## config.mk

```make
export PLATFORM = sky130hd
export DESIGN_NAME = wdog_timer
export DESIGN_NICKNAME = d
export VERILOG_FILES = /design/src/rtl/wdog_pkg.sv /design/src/rtl/wdog_tick_gen.sv /design/src/rtl/wdog_core.sv /design/src/rtl/wdog_timer.sv
export SDC_FILE = /design/constraint.sdc
export NUM_CORES = 1
export LEC_CHECK = 0
export BUFFER_PORTS_ARGS = -buffer_cell sky130_fd_sc_hd__buf_2
export CAP_MARGIN = 25
export CELL_PAD_IN_SITES_DETAIL_PLACEMENT = 1
export CELL_PAD_IN_SITES_GLOBAL_PLACEMENT = 1
export CORE_UTILIZATION = 49
export CTS_CLUSTER_DIAMETER = 150
export DETAILED_ROUTE_END_ITERATION = 7
export PLACE_DENSITY_LB_ADDON = 0.2
export SLEW_MARGIN = 20
export SYNTH_ARGS = -nofsm -noshare
export SYNTH_HDL_FRONTEND = slang
export SYNTH_SLANG_ARGS = --single-unit
```

## constraint.sdc

```tcl
create_clock -name clk -period 7.2 [get_ports clk]
set_input_delay 1.44 -clock clk [delete_from_list [all_inputs] [get_ports clk]]
set_output_delay 1.44 -clock clk [all_outputs]
set_load 0.01 [all_outputs]
```

## src/rtl/wdog_pkg.sv

```systemverilog
package wdog_pkg;
    localparam int ADDR_W = 5;
    localparam int WORD_W = 32;

    localparam logic [ADDR_W-1:0] A_COUNT   = 5'h00;
    localparam logic [ADDR_W-1:0] A_RELOAD  = 5'h04;
    localparam logic [ADDR_W-1:0] A_RESTART = 5'h08;
    localparam logic [ADDR_W-1:0] A_CTRL    = 5'h0C;
    localparam logic [ADDR_W-1:0] A_STATUS  = 5'h10;
    localparam logic [ADDR_W-1:0] A_CLEAR   = 5'h14;
    localparam logic [ADDR_W-1:0] A_WIDTH   = 5'h18;

    localparam logic [WORD_W-1:0] KICK_WORD = 32'h0000_4755;

    // control word bit positions
    localparam int C_RUN     = 0;
    localparam int C_RSTEN   = 1;
    localparam int C_IRQEN   = 2;
    localparam int C_EXTEN   = 3;
    localparam int C_SLOWCLK = 4;
    localparam int C_MODE_LO = 5;
    localparam int C_ALTBOOT = 7;
    localparam int C_THR_LO  = 10;

    // status word bit positions
    localparam int S_EXPIRED = 0;
    localparam int S_ALTBOOT = 1;
    localparam int S_EARLY   = 2;

    typedef enum logic [1:0] {
        ST_HALT,
        ST_COUNT,
        ST_EXPIRE
    } wd_state_t;
endpackage

```

## src/rtl/wdog_tick_gen.sv

```systemverilog
module wdog_tick_gen #(
    parameter int DIV = 50
) (
    input  logic clk,
    input  logic rst_n,
    output logic tick
);
    localparam int PW = (DIV > 1) ? $clog2(DIV) : 1;
    localparam logic [PW-1:0] LAST = PW'(DIV - 1);

    logic [PW-1:0] phase_q;

    always_ff @(posedge clk or negedge rst_n) begin
        if (!rst_n)
            phase_q <= '0;
        else if (phase_q == LAST)
            phase_q <= '0;
        else
            phase_q <= phase_q + 1'b1;
    end

    always_comb tick = (phase_q == LAST);
endmodule

```

## src/rtl/wdog_core.sv

```systemverilog
module wdog_core
    import wdog_pkg::*;
#(
    parameter int CNT_W = 32,
    parameter logic [CNT_W-1:0] INIT = '1
) (
    input  logic             clk,
    input  logic             rst_n,
    input  logic             run,
    input  logic             step,
    input  logic             kick,
    input  logic [CNT_W-1:0] reload,
    output logic [CNT_W-1:0] count,
    output logic             expire
);
    wd_state_t        state_q, state_d;
    logic [CNT_W-1:0] count_q;
    logic             at_zero;

    always_comb at_zero = (count_q == '0);

    // state register
    always_ff @(posedge clk or negedge rst_n) begin
        if (!rst_n)
            state_q <= ST_HALT;
        else
            state_q <= state_d;
    end

    // next-state logic
    always_comb begin
        state_d = state_q;
        unique case (state_q)
            ST_HALT:   if (run) state_d = ST_COUNT;
            ST_COUNT: begin
                if (!run)
                    state_d = ST_HALT;
                else if (step && at_zero && !kick)
                    state_d = ST_EXPIRE;
            end
            ST_EXPIRE: state_d = run ? ST_COUNT : ST_HALT;
            default:   state_d = ST_HALT;
        endcase
    end

    // counter datapath
    always_ff @(posedge clk or negedge rst_n) begin
        if (!rst_n)
            count_q <= INIT;
        else if (kick)
            count_q <= reload;
        else if (state_q == ST_COUNT && run && step)
            count_q <= at_zero ? reload : count_q - 1'b1;
    end

    // outputs
    always_comb begin
        expire = (state_q == ST_EXPIRE);
        count  = count_q;
    end
endmodule

```

## src/rtl/wdog_timer.sv

```systemverilog
module wdog_timer
    import wdog_pkg::*;
#(
    parameter int          TICK_DIV   = 50,
    parameter logic [31:0] RESET_LOAD = 32'd30_000_000,
    parameter int          WIDTH_W    = 20,
    parameter logic [WIDTH_W-1:0] WIDTH_INIT = WIDTH_W'(8'hFF)
) (
    input  logic               clk,
    input  logic               rst_n,
    input  logic               bus_sel,
    input  logic               bus_wr,
    input  logic [4:0]         bus_addr,
    input  logic [31:0]        bus_wdata,
    output logic [31:0]        bus_rdata,
    output logic               wdt_irq,
    output logic               rst_req,
    output logic [1:0]         rst_mode,
    output logic               ext_trig,
    output logic               boot_alt,
    output logic [WIDTH_W-1:0] ext_width
);
    localparam int THR_W = WORD_W - C_THR_LO;

    logic [WORD_W-1:0]  ctrl_q;
    logic [WORD_W-1:0]  reload_q;
    logic [2:0]         status_q;
    logic [WIDTH_W-1:0] width_q;
    logic [WORD_W-1:0]  cur_count;
    logic               wr_en, kick, clr, tick, step, expire, early_hit;
    logic [WORD_W-1:0]  threshold;

    always_comb begin
        wr_en     = bus_sel && bus_wr;
        kick      = wr_en && (bus_addr == A_RESTART) && (bus_wdata == KICK_WORD);
        clr       = wr_en && (bus_addr == A_CLEAR) && bus_wdata[0];
        step      = ctrl_q[C_SLOWCLK] ? tick : 1'b1;
        threshold = {ctrl_q[WORD_W-1:C_THR_LO], {C_THR_LO{1'b0}}};
        early_hit = ctrl_q[C_RUN] && ctrl_q[C_IRQEN] && (cur_count == threshold);
    end

    wdog_tick_gen #(.DIV(TICK_DIV)) u_tick (
        .clk   (clk),
        .rst_n (rst_n),
        .tick  (tick)
    );

    wdog_core #(.CNT_W(WORD_W), .INIT(RESET_LOAD)) u_core (
        .clk    (clk),
        .rst_n  (rst_n),
        .run    (ctrl_q[C_RUN]),
        .step   (step),
        .kick   (kick),
        .reload (reload_q),
        .count  (cur_count),
        .expire (expire)
    );

    // configuration registers
    always_ff @(posedge clk or negedge rst_n) begin
        if (!rst_n) begin
            ctrl_q   <= '0;
            reload_q <= RESET_LOAD;
            width_q  <= WIDTH_INIT;
        end else if (wr_en) begin
            if (bus_addr == A_CTRL)   ctrl_q   <= bus_wdata;
            if (bus_addr == A_RELOAD) reload_q <= bus_wdata;
            if (bus_addr == A_WIDTH)  width_q  <= bus_wdata[WIDTH_W-1:0];
        end
    end

    // sticky status
    always_ff @(posedge clk or negedge rst_n) begin
        if (!rst_n) begin
            status_q <= '0;
        end else if (clr) begin
            status_q <= '0;
        end else begin
            if (expire)                          status_q[S_EXPIRED] <= 1'b1;
            if (expire && ctrl_q[C_ALTBOOT])     status_q[S_ALTBOOT] <= 1'b1;
            if (!ctrl_q[C_IRQEN])                status_q[S_EARLY]   <= 1'b0;
            else if (early_hit)                  status_q[S_EARLY]   <= 1'b1;
        end
    end

    // read mux
    always_comb begin
        case (bus_addr)
            A_COUNT:  bus_rdata = cur_count;
            A_RELOAD: bus_rdata = reload_q;
            A_CTRL:   bus_rdata = ctrl_q;
            A_STATUS: bus_rdata = {{(WORD_W-3){1'b0}}, status_q};
            A_WIDTH:  bus_rdata = {{(WORD_W-WIDTH_W){1'b0}}, width_q};
            default:  bus_rdata = '0;
        endcase
    end

    // outputs
    always_comb begin
        wdt_irq   = status_q[S_EARLY];
        boot_alt  = status_q[S_ALTBOOT];
        rst_req   = expire && ctrl_q[C_RSTEN];
        ext_trig  = expire && ctrl_q[C_EXTEN];
        rst_mode  = ctrl_q[C_MODE_LO+1:C_MODE_LO];
        ext_width = width_q;
    end

    if (THR_W < 1) begin : g_bad_thr
        initial $display("threshold field is empty");
    end
endmodule

```

==> results.sh, run 1 <==
export IMPL_wl_per_cell_um=24.29
export IMPL_finalMaxSlewViolations=0
export IMPL_pre_cts_ws_ns=2.279
export IMPL_synth_xor_xnor_area_share_pct=3.955
export IMPL_design_core_area_um2=13450
export IMPL_worstSetupStartpointType="input port"
export IMPL_worstPathMaxFanout=20
export IMPL_multi_input_area_um2=3338
export IMPL_postLayoutCoreUtil_pct=59.53
export IMPL_drt_iter0_markers=437
export IMPL_intPower_mw=1.420
export IMPL_async_reset_ff_share_pct=100.0
export IMPL_cts_tree="done"
export IMPL_setup_violations=0
export IMPL_crit_arrival_ns=3.52
export IMPL_yosysMostFrequentCell="dfrtp_1"
export IMPL_grt_first_pass_wirelength_mm=34.60
export IMPL_cts_hold_buffers_added=0
export IMPL_yosysWarningCount=0
export IMPL_gp_congestion=0.8976
export IMPL_yosys_most_used_dff="dfrtp_1"
export IMPL_clk_pin_slew_worst_paths_ns=0.06
export IMPL_dp_cells=854
export IMPL_syn_nets=659
export IMPL_drive_gt1_share_pct=38.96
export IMPL_clock_latency_ns=0.43
export IMPL_dp_hpwl_mm=14.78
export IMPL_synth_simple_gate_area_share_pct=14.89
export IMPL_synth_compound_area_share_pct=14.78
export IMPL_holdWs_ns=0.5011
export IMPL_min_period_ns=4.957
export IMPL_holdCritPathClass="reg -> reg"
export IMPL_swShare_pct=27.29
export IMPL_worst_slew_pin_slew_ns=1.034
export IMPL_netlist_top_cells_area="dfrtp_1, mux2_2, dfstp_2, xnor2_1, a221o_1"
export IMPL_clockRootBuffer="clkbuf_16"
export IMPL_ant_nets=0
export IMPL_fin_nets=743
export IMPL_cts_resized=0
export IMPL_start_util_pct=51.03
export IMPL_power_density_nw_per_um2=243.8
export IMPL_vias=5765
export IMPL_antenna_found_initial=0
export IMPL_period_share_pct=68.85
export IMPL_fmax_mhz=201.7
export IMPL_dieArea_um2=14490
export IMPL_synth_edf_count=0
export IMPL_detail_route_wirelength_mm=21.55
export IMPL_worstPathRequired_ns=5.76
export IMPL_dr_pass1_iters=6
export IMPL_synthDistinctLibCells=71
export IMPL_ctsLongestPathBuffers=2
export IMPL_ctsHtreeMaxLevel=4
export IMPL_grt_pass1_vias=6041
export IMPL_syn_area_um2=6865
export IMPL_remaining_drc_errors=0
export IMPL_grt_ovfl_total=0
export IMPL_grt_use_total_pct=31.82
export IMPL_rows=42
export IMPL_hold_depth=2
export IMPL_yosysSeqAreaShare_pct=46.80
export IMPL_fin_skew_ns=0.007038
export IMPL_p_leak_nw=3.634
export IMPL_die_h_um=120.4
export IMPL_synthTopCellsByCount="dfrtp_1, mux2_2, nor2_1"
export IMPL_clkPwrFrac_pct=43.7
export IMPL_p_seq_share_pct=44.3
export IMPL_synth_top_family_by_area="simple AND/OR/NAND/NOR gates"
export IMPL_fill_cells=1469
export IMPL_status="complete, no violations"
export IMPL_post_cts_buffers=0
export IMPL_endpoint_kind="output port"
export IMPL_grt_max_degree=47
export IMPL_relSlewSlack_pct=31.03
export IMPL_ios=99
export IMPL_synthMuxAreaShare_pct=14.05
export IMPL_synth_top_area_share_pct=36.09
export IMPL_reg2reg_depth=5
export IMPL_synth_area_per_cell_um2=11.18
export IMPL_finalSetupTns_ns=0
export IMPL_seq_area_um2=3213
export IMPL_synthCells=614
export IMPL_hold_viol_final=0
export IMPL_synthAdderAreaFrac_pct=0.7290
export IMPL_avgViaCountPerCell=6.499
export IMPL_port_buffers=98
export IMPL_dieWidth_um=120.4
export IMPL_n_antenna_cell=0
export IMPL_p_comb_share_pct=12.0
export IMPL_layoutNonFillerInstCount=887
export IMPL_vdd_drop_max_uv=180.1
export IMPL_synth_top_area_cell="dfrtp_1"
export IMPL_cts_sinks=127
export IMPL_max_cap_violations=0
export IMPL_ys_ff_latch=127
export IMPL_rsz0062_at_grt="false"
export IMPL_setup_worst_path_class="in -> out"
export IMPL_area_growth_pct=16.66
export IMPL_setup_ws_ns=2.243
export IMPL_power_switching_mw=0.5327
export IMPL_cts_buffers=17
## area by class of cell
class	instances	share of cell area, %
timing repair buffer	107	7.343
multi-input combinational	427	41.68
tap	176	2.750
sequential	127	40.12
inverter	18	0.8436
clock inverter	14	1.781
clock buffer	18	5.484
## registers in the layout, indices dropped and copies added, names as in the netlist
register and count:
status_q 3, u_core.count 32, ext_width 20, reload_q 32
ctrl_q 32, u_core.state_q 2, u_tick.phase_q 6
## cell families after synthesis
kind of cell	after synthesis
AO/OA/AOI/OAI	123
adder cells (fa/ha/maj)	4
AND/OR/NAND/NOR	183
XOR/XNOR	31
multiplexers	86
flip-flops	127
buffers and inverters	60
## final timing paths
check                                               to  slack (ns)                         start
hold reg to reg            u_core.count[7]$_DFFE_PN1P_        0.50       reload_q[7]$_DFFE_PN1P_
min in group asynchronous  u_tick.phase_q[5]$_DFF_PN0_        0.99                         rst_n
max in group asynchronous    ext_width[19]$_DFFE_PN0P_        5.21                         rst_n
setup reg to reg           u_core.count[3]$_DFFE_PN0P_        4.18  u_core.count[17]$_DFFE_PN0P_
hold / removal             u_core.count[7]$_DFFE_PN1P_        0.50       reload_q[7]$_DFFE_PN1P_
setup / recovery                          bus_rdata[8]        2.24                   bus_addr[1]
## power groups by stage
stage | Clock, mW | Combinational, mW | Sequential, mW
after floorplan | 0 | 0.133 | 0.858
after global placement | 0 | 0.220 | 0.870
after detailed placement | 0 | 0.230 | 0.873
after CTS | 0.860 | 0.234 | 0.863
after global routing | 0.891 | 0.254 | 0.874
final | 0.853 | 0.234 | 0.865
## cells in the final DEF (no fill, tap or decap), drive strengths merged, types with 3 or more instances in the layout
cell type  instances
a21oi             10
a221o             20
a222oi            15
a22o              21
a22oi              3
and2               6
and3               7
buf              107
clkbuf            18
clkinv             5
clkinvlp           6
dfrtp             99
dfstp             28
ha                 4
inv               19
mux2              83
mux2i              3
nand2             40
nand2b             3
nand3             20
nand3b             3
nand4             11
nor2              41
nor3              15
nor3b              3
nor4              11
nor4b              4
o211ai             4
o21ai             19
o22ai              3
o311a              4
o311ai             6
or3                5
or4                5
xnor2             23
xor2               8
## metal layers
metal | wire [µm] | vias up | GRT usage, %
met1 | 9309 | 3019 | 42.49
met5 | 0 | - | 0
met3 | 1014 | 29 | 5.849
li1 | - | 2499 | -
met4 | 425 | 0 | 11.11
met2 | 10800 | 218 | 51.98
## metrics by stage
stage / area [µm²] / total power [mW]
6_report: 8009 / 1.952
3_5_place_dp: 7407 / 1.103
2_1_floorplan: 6865 / 0.9911
5_1_grt: 8009 / 2.019
4_1_cts: 7989 / 1.957
3_3_place_gp: 7380 / 1.089
## critical path, cell delays in order
cell and delay, ns:
buf_2 0.10, or3_1 0.46, nor2_2 0.63, buf_4 0.42, a22o_1 0.20, a221o_1 0.13
buf_2 0.13
Power figures use the tool's default switching activity.
==> inputs of run 2 (changes only) <==
Settings changed: CORE_UTILIZATION 49 to 41.
Clock period 7.2 ns to 4.4 ns, I/O delays scaled along.
==> run 2 against run 1 <==
Combinational power rose by 63%. Clock skew rose by 0.0056 ns. Critical endpoint is now bus_rdata[19]. Via count is 3.6% lower. Count of clock-buffer cells in the layout increased by 3. Non-clock buffer count increased by 7. Highest routed layer unchanged.
==> results.sh, run 2 (same netlist as run 1, synthesis figures left out) <==
export IMPL_ant_nets=0
export IMPL_wl_per_cell_um=23.01
export IMPL_remaining_drc_errors=0
export IMPL_worstSetupStartpointType="input port"
export IMPL_dp_hpwl_mm=15.19
export IMPL_finalSetupTns_ns=0
export IMPL_detail_route_wirelength_mm=21.50
export IMPL_ios=99
export IMPL_n_antenna_cell=0
export IMPL_cts_hold_buffers_added=0
export IMPL_setup_worst_path_class="in -> out"
export IMPL_clock_latency_ns=0.43
export IMPL_p_leak_nw=3.672
export IMPL_max_cap_violations=0
export IMPL_rows=46
export IMPL_cts_tree="done"
export IMPL_die_h_um=131.4
export IMPL_cts_buffers=17
export IMPL_cts_resized=0
export IMPL_port_buffers=98
export IMPL_critPathSlowestCell="or3_1"
export IMPL_dr_pass1_iters=5
export IMPL_drive_gt1_share_pct=39.00
export IMPL_holdCritPathClass="in -> async"
export IMPL_grt_pass1_vias=5935
export IMPL_relSlewSlack_pct=41.42
export IMPL_dieArea_um2=17270
export IMPL_finalMaxSlewViolations=0
export IMPL_crit_arrival_ns=2.41
export IMPL_area_growth_pct=17.71
export IMPL_cts_sinks=127
export IMPL_endpoint_kind="output port"
export IMPL_vias=5559
export IMPL_grt_max_degree=85
export IMPL_postLayoutCoreUtil_pct=50.15
export IMPL_ctsHtreeMaxLevel=4
export IMPL_antenna_found_initial=0
export IMPL_post_cts_buffers=0
export IMPL_min_period_ns=3.291
export IMPL_grt_ovfl_total=0
export IMPL_max_stage_delay_ns=0.46
export IMPL_start_util_pct=42.60
export IMPL_worst_slew_pin_slew_ns=0.8754
export IMPL_crit_top_cell="buf_2"
export IMPL_dieWidth_um=131.4
export IMPL_layout_common_cells="dfrtp_1, buf_2, mux2_2"
export IMPL_design_core_area_um2=16120
export IMPL_grt_use_total_pct=25.99
export IMPL_path_cells="buf_2, or3_1, nor3_2, buf_4, a22o_1, a221o_1, buf_2"
export IMPL_grt_first_pass_wirelength_mm=34.53
export IMPL_status="complete, no violations"
export IMPL_fmax_mhz=303.9
export IMPL_final_common_cell="dfrtp_1"
export IMPL_fin_skew_ns=0.01264
export IMPL_power_density_nw_per_um2=392.7
export IMPL_ff2ff_setup_slack_ns=1.43
export IMPL_ctsLongestPathBuffers=2
export IMPL_fill_cells=1795
export IMPL_hold_viol_final=0
export IMPL_drt_iter0_markers=406
export IMPL_rsz0062_at_grt="false"
export IMPL_reg2reg_depth=6
export IMPL_gp_congestion=0.8662
export IMPL_clockRootBuffer="clkbuf_16"
export IMPL_avgViaCountPerCell=5.952
export IMPL_clk_pin_slew_worst_paths_ns=0.06
export IMPL_period_share_pct=74.79
export IMPL_vdd_drop_max_uv=282.8
export IMPL_finalPower_mw=3.174
export IMPL_fin_nets=750
export IMPL_worstPathMaxFanout=20
export IMPL_worstPathRequired_ns=3.52
export IMPL_setup_violations=0
## run 2: cell count changes in the layout (fill, tap and decap cells not counted), sizes merged
cell and delta:
clkbuf +3, inv -1, buf +7, clkinv +2, clkinvlp -4
## run 2: worst paths after layout
kind | start | endpoint
max in group asynchronous | rst_n | u_core.count[23]$_DFFE_PN1P_
min in group clk | u_tick.phase_q[0]$_DFF_PN0_ | u_tick.phase_q[0]$_DFF_PN0_
worst max-delay path | bus_addr[1] | bus_rdata[19]
worst min-delay path | rst_n | ctrl_q[1]$_DFFE_PN0P_
worst min register to register | u_tick.phase_q[0]$_DFF_PN0_ | u_tick.phase_q[0]$_DFF_PN0_
worst max register to register | u_core.count[17]$_DFFE_PN0P_ | u_core.count[15]$_DFFE_PN1P_
## run 2: per-stage QoR
stage / hold WS (ns) / instances / instance area [µm²] / setup WS [ns]
finish: 0.4655 / 934 / 8082 / 1.109
global placement: 0.4776 / 901 / 7502 / 1.024
CTS: 0.4827 / 933 / 8070 / 1.112
detailed placement: 0.4903 / 901 / 7502 / 1.010
floorplan: 0.4608 / 614 / 6865 / 1.078
global route: 0.5125 / 934 / 8082 / 1.035
## run 2: per-layer routing
metal	vias to the layer above	share of wire [%]	GRT usage, %
met3	39	5.5	5.980
met2	170	48	41.53
met5	-	0	0
li1	2493	-	-
met4	0	2.9	11.82
met1	2857	44	33.41
## run 2: report_power, final
group | leakage (nW) | switching, mW | internal, mW
combinational | 1.82 | 0.203 | 0.178
clock | 0.277 | 0.535 | 0.843
sequential | 1.58 | 0.113 | 1.30
## run 2: final cells by class
cell class | count | area, µm² | share of cell area [%]
Clock buffer | 21 | 450.4 | 5.574
Clock inverter | 11 | 117.6 | 1.455
Inverter | 18 | 67.56 | 0.8360
Multi-Input combinational cell | 427 | 3333 | 41.24
Sequential cell | 127 | 3213 | 39.76
Tap cell | 216 | 270.3 | 3.344
Timing Repair Buffer | 114 | 629.4 | 7.788
## run 2: worst max-delay path: cells and delay by family
| kind | cells | cell delay, ns |
|---|---|---|
| AND/OR/NAND/NOR | 2 | 0.64 |
| buffers and inverters | 3 | 0.54 |
| AO/OA/AOI/OAI | 2 | 0.33 |
==> inputs of run 3 (changes only) <==
Clock period 4.4 ns to 2.65 ns, I/O delays scaled along.
==> run 3 against run 2 <==
Via count up 6.0%. Sequential share of layout area down 2.4 points. Critical path depth grew 1. Worst setup slack got worse by 1.1 ns. Largest power group is now the clock network. Highest routed layer unchanged.
==> results.sh, run 3 (same netlist as run 1, synthesis figures left out) <==
export IMPL_status="complete, no violations"
export IMPL_drive_gt1_share_pct=42.84
export IMPL_n_antenna_cell=0
export IMPL_rows=46
export IMPL_final_common_cell="dfrtp_1"
export IMPL_grt_pass1_vias=6208
export IMPL_dr_pass1_iters=5
export IMPL_ctsHtreeMaxLevel=4
export IMPL_clockRootBuffer="clkbuf_16"
export IMPL_area_growth_pct=25.11
export IMPL_power_density_nw_per_um2=656.4
export IMPL_p_comb_share_pct=11.9
export IMPL_die_h_um=131.4
export IMPL_grt_max_degree=128
export IMPL_fmax_mhz=383.1
export IMPL_antenna_found_initial=0
export IMPL_hold_viol_final=0
export IMPL_clock_latency_ns=0.43
export IMPL_rsz0062_at_grt="false"
export IMPL_avgViaCountPerCell=6.030
export IMPL_grt_ovfl_total=0
export IMPL_ctsLongestPathBuffers=2
export IMPL_max_cap_violations=0
export IMPL_cts_tree="done"
export IMPL_worstSetupStartpointType="input port"
export IMPL_clkPwrFrac_pct=46.5
export IMPL_power_switching_mw=1.459
export IMPL_p_leak_nw=3.957
export IMPL_ant_nets=0
export IMPL_finalMaxSlewViolations=0
export IMPL_cts_buffers=17
export IMPL_design_core_area_um2=16120
export IMPL_holdCritPathClass="in -> async"
export IMPL_intPower_mw=4.179
export IMPL_crit_arrival_ns=2.08
export IMPL_worst_slew_pin_slew_ns=0.8245
export IMPL_endpoint_kind="output port"
export IMPL_cts_sinks=127
export IMPL_fin_skew_ns=0.01049
export IMPL_remaining_drc_errors=0
export IMPL_vias=5891
export IMPL_start_util_pct=42.60
export IMPL_p_seq_share_pct=41.6
export IMPL_wl_per_cell_um=23.59
export IMPL_grt_use_total_pct=27.34
export IMPL_setup_worst_path_class="in -> out"
export IMPL_fill_cells=1780
export IMPL_ios=99
export IMPL_multi_input_area_um2=3352
export IMPL_seq_area_um2=3213
export IMPL_period_share_pct=98.51
export IMPL_fin_nets=793
export IMPL_stdcell_area_um2=8589
export IMPL_grt_first_pass_wirelength_mm=36.18
export IMPL_setup_violations=0
export IMPL_detail_route_wirelength_mm=23.05
export IMPL_swShare_pct=25.87
export IMPL_relSlewSlack_pct=45.04
export IMPL_layout_common_cells="dfrtp_1, buf_2, mux2_2"
export IMPL_dieArea_um2=17270
export IMPL_port_buffers=98
export IMPL_dieWidth_um=131.4
export IMPL_drt_iter0_markers=468
export IMPL_vdd_drop_max_uv=430.4
export IMPL_min_period_ns=2.610
export IMPL_placed_area_um2=7885
export IMPL_finalPower_mw=5.638
export IMPL_cts_hold_buffers_added=0
export IMPL_gp_congestion=0.8991
export IMPL_ff2ff_setup_slack_ns=0.10
export IMPL_worstPathMaxFanout=16
export IMPL_dp_hpwl_mm=15.84
export IMPL_clk_pin_slew_worst_paths_ns=0.06
export IMPL_worstPathRequired_ns=2.12
[run 3: changes by cell type in the layout (fill, tap and decap cells not counted), moves of 2 or more]
cell and delta:
buf_12 +5, bufinv_16 +3, clkbuf_1 -2, buf_4 +37, clkinv_4 +2, clkinv_2 -3
[run 3: worst paths after layout]
check / from / to / cells past startpoint
min: rst_n / reload_q[1]$_DFFE_PN0P_ / 2
min in group clk: bus_wdata[21] / ctrl_q[21]$_DFFE_PN0P_ / 2
max: bus_addr[1] / bus_rdata[3] / 8
max in group asynchronous: rst_n / u_core.count[0]$_DFFE_PN0P_ / 2
min reg2reg: u_core.count[9]$_DFFE_PN1P_ / u_core.count[9]$_DFFE_PN1P_ / 2
max reg2reg: u_core.count[24]$_DFFE_PN1P_ / u_core.count[27]$_DFFE_PN0P_ / 7
[run 3: area by class of cell]
cell class              instances  area share, %
flip-flops and latches        127          37.41
clock buffers                  19          5.157
multi-input cells             427          39.02
well taps                     216          3.146
inverters                      18         0.7866
clock inverters                13          2.462
repair buffers                157          12.02
[run 3: stage by stage]
step                      worst slack, ns   TNS, ns  hold WS [ns]  cells  utilization, %
after floorplan                   0.02789         0        0.2344    614               -
after global placement           0.009996         0        0.4818    942           48.93
after detailed placement         -0.04981  -0.06094        0.4863    942           48.93
after CTS                         0.04638         0        0.2573    974           52.99
after global routing             0.005391         0        0.2712    977           53.30
final                             0.03954         0        0.1302    977           53.30
[run 3: power groups by stage]
stage / Combinational (mW) / Sequential, mW / Clock, mW
2_1_floorplan: 0.361 / 2.33 / 0
3_3_place_gp: 0.646 / 2.36 / 0
3_5_place_dp: 0.666 / 2.37 / 0
4_1_cts: 0.674 / 2.34 / 2.65
5_1_grt: 0.729 / 2.37 / 2.74
6_report: 0.674 / 2.34 / 2.62
[run 3: worst max-delay path: stages]
cell and delay [ns]:
buf_2 0.12, or3_4 0.43, nor3_4 0.23, buf_4 0.17, buf_6 0.21, a22o_1 0.17, a221o_1 0.09, buf_2 0.12
[run 3: timing repair]
action	CTS	global route
setup buffers	0	2
endpoints found under the setup margin	0	9
endpoints found under the hold margin	0	0
gates resized for setup	0	4
[run 3: layer usage]
layer | wire, µm | global-route usage (%) | vias up
li1 | - | - | 2584
met3 | 1051 | 5.285 | 30
met5 | 0 | 0 | -
met2 | 11510 | 45.39 | 183
met4 | 435 | 9.044 | 0
met1 | 10050 | 35.66 | 3094
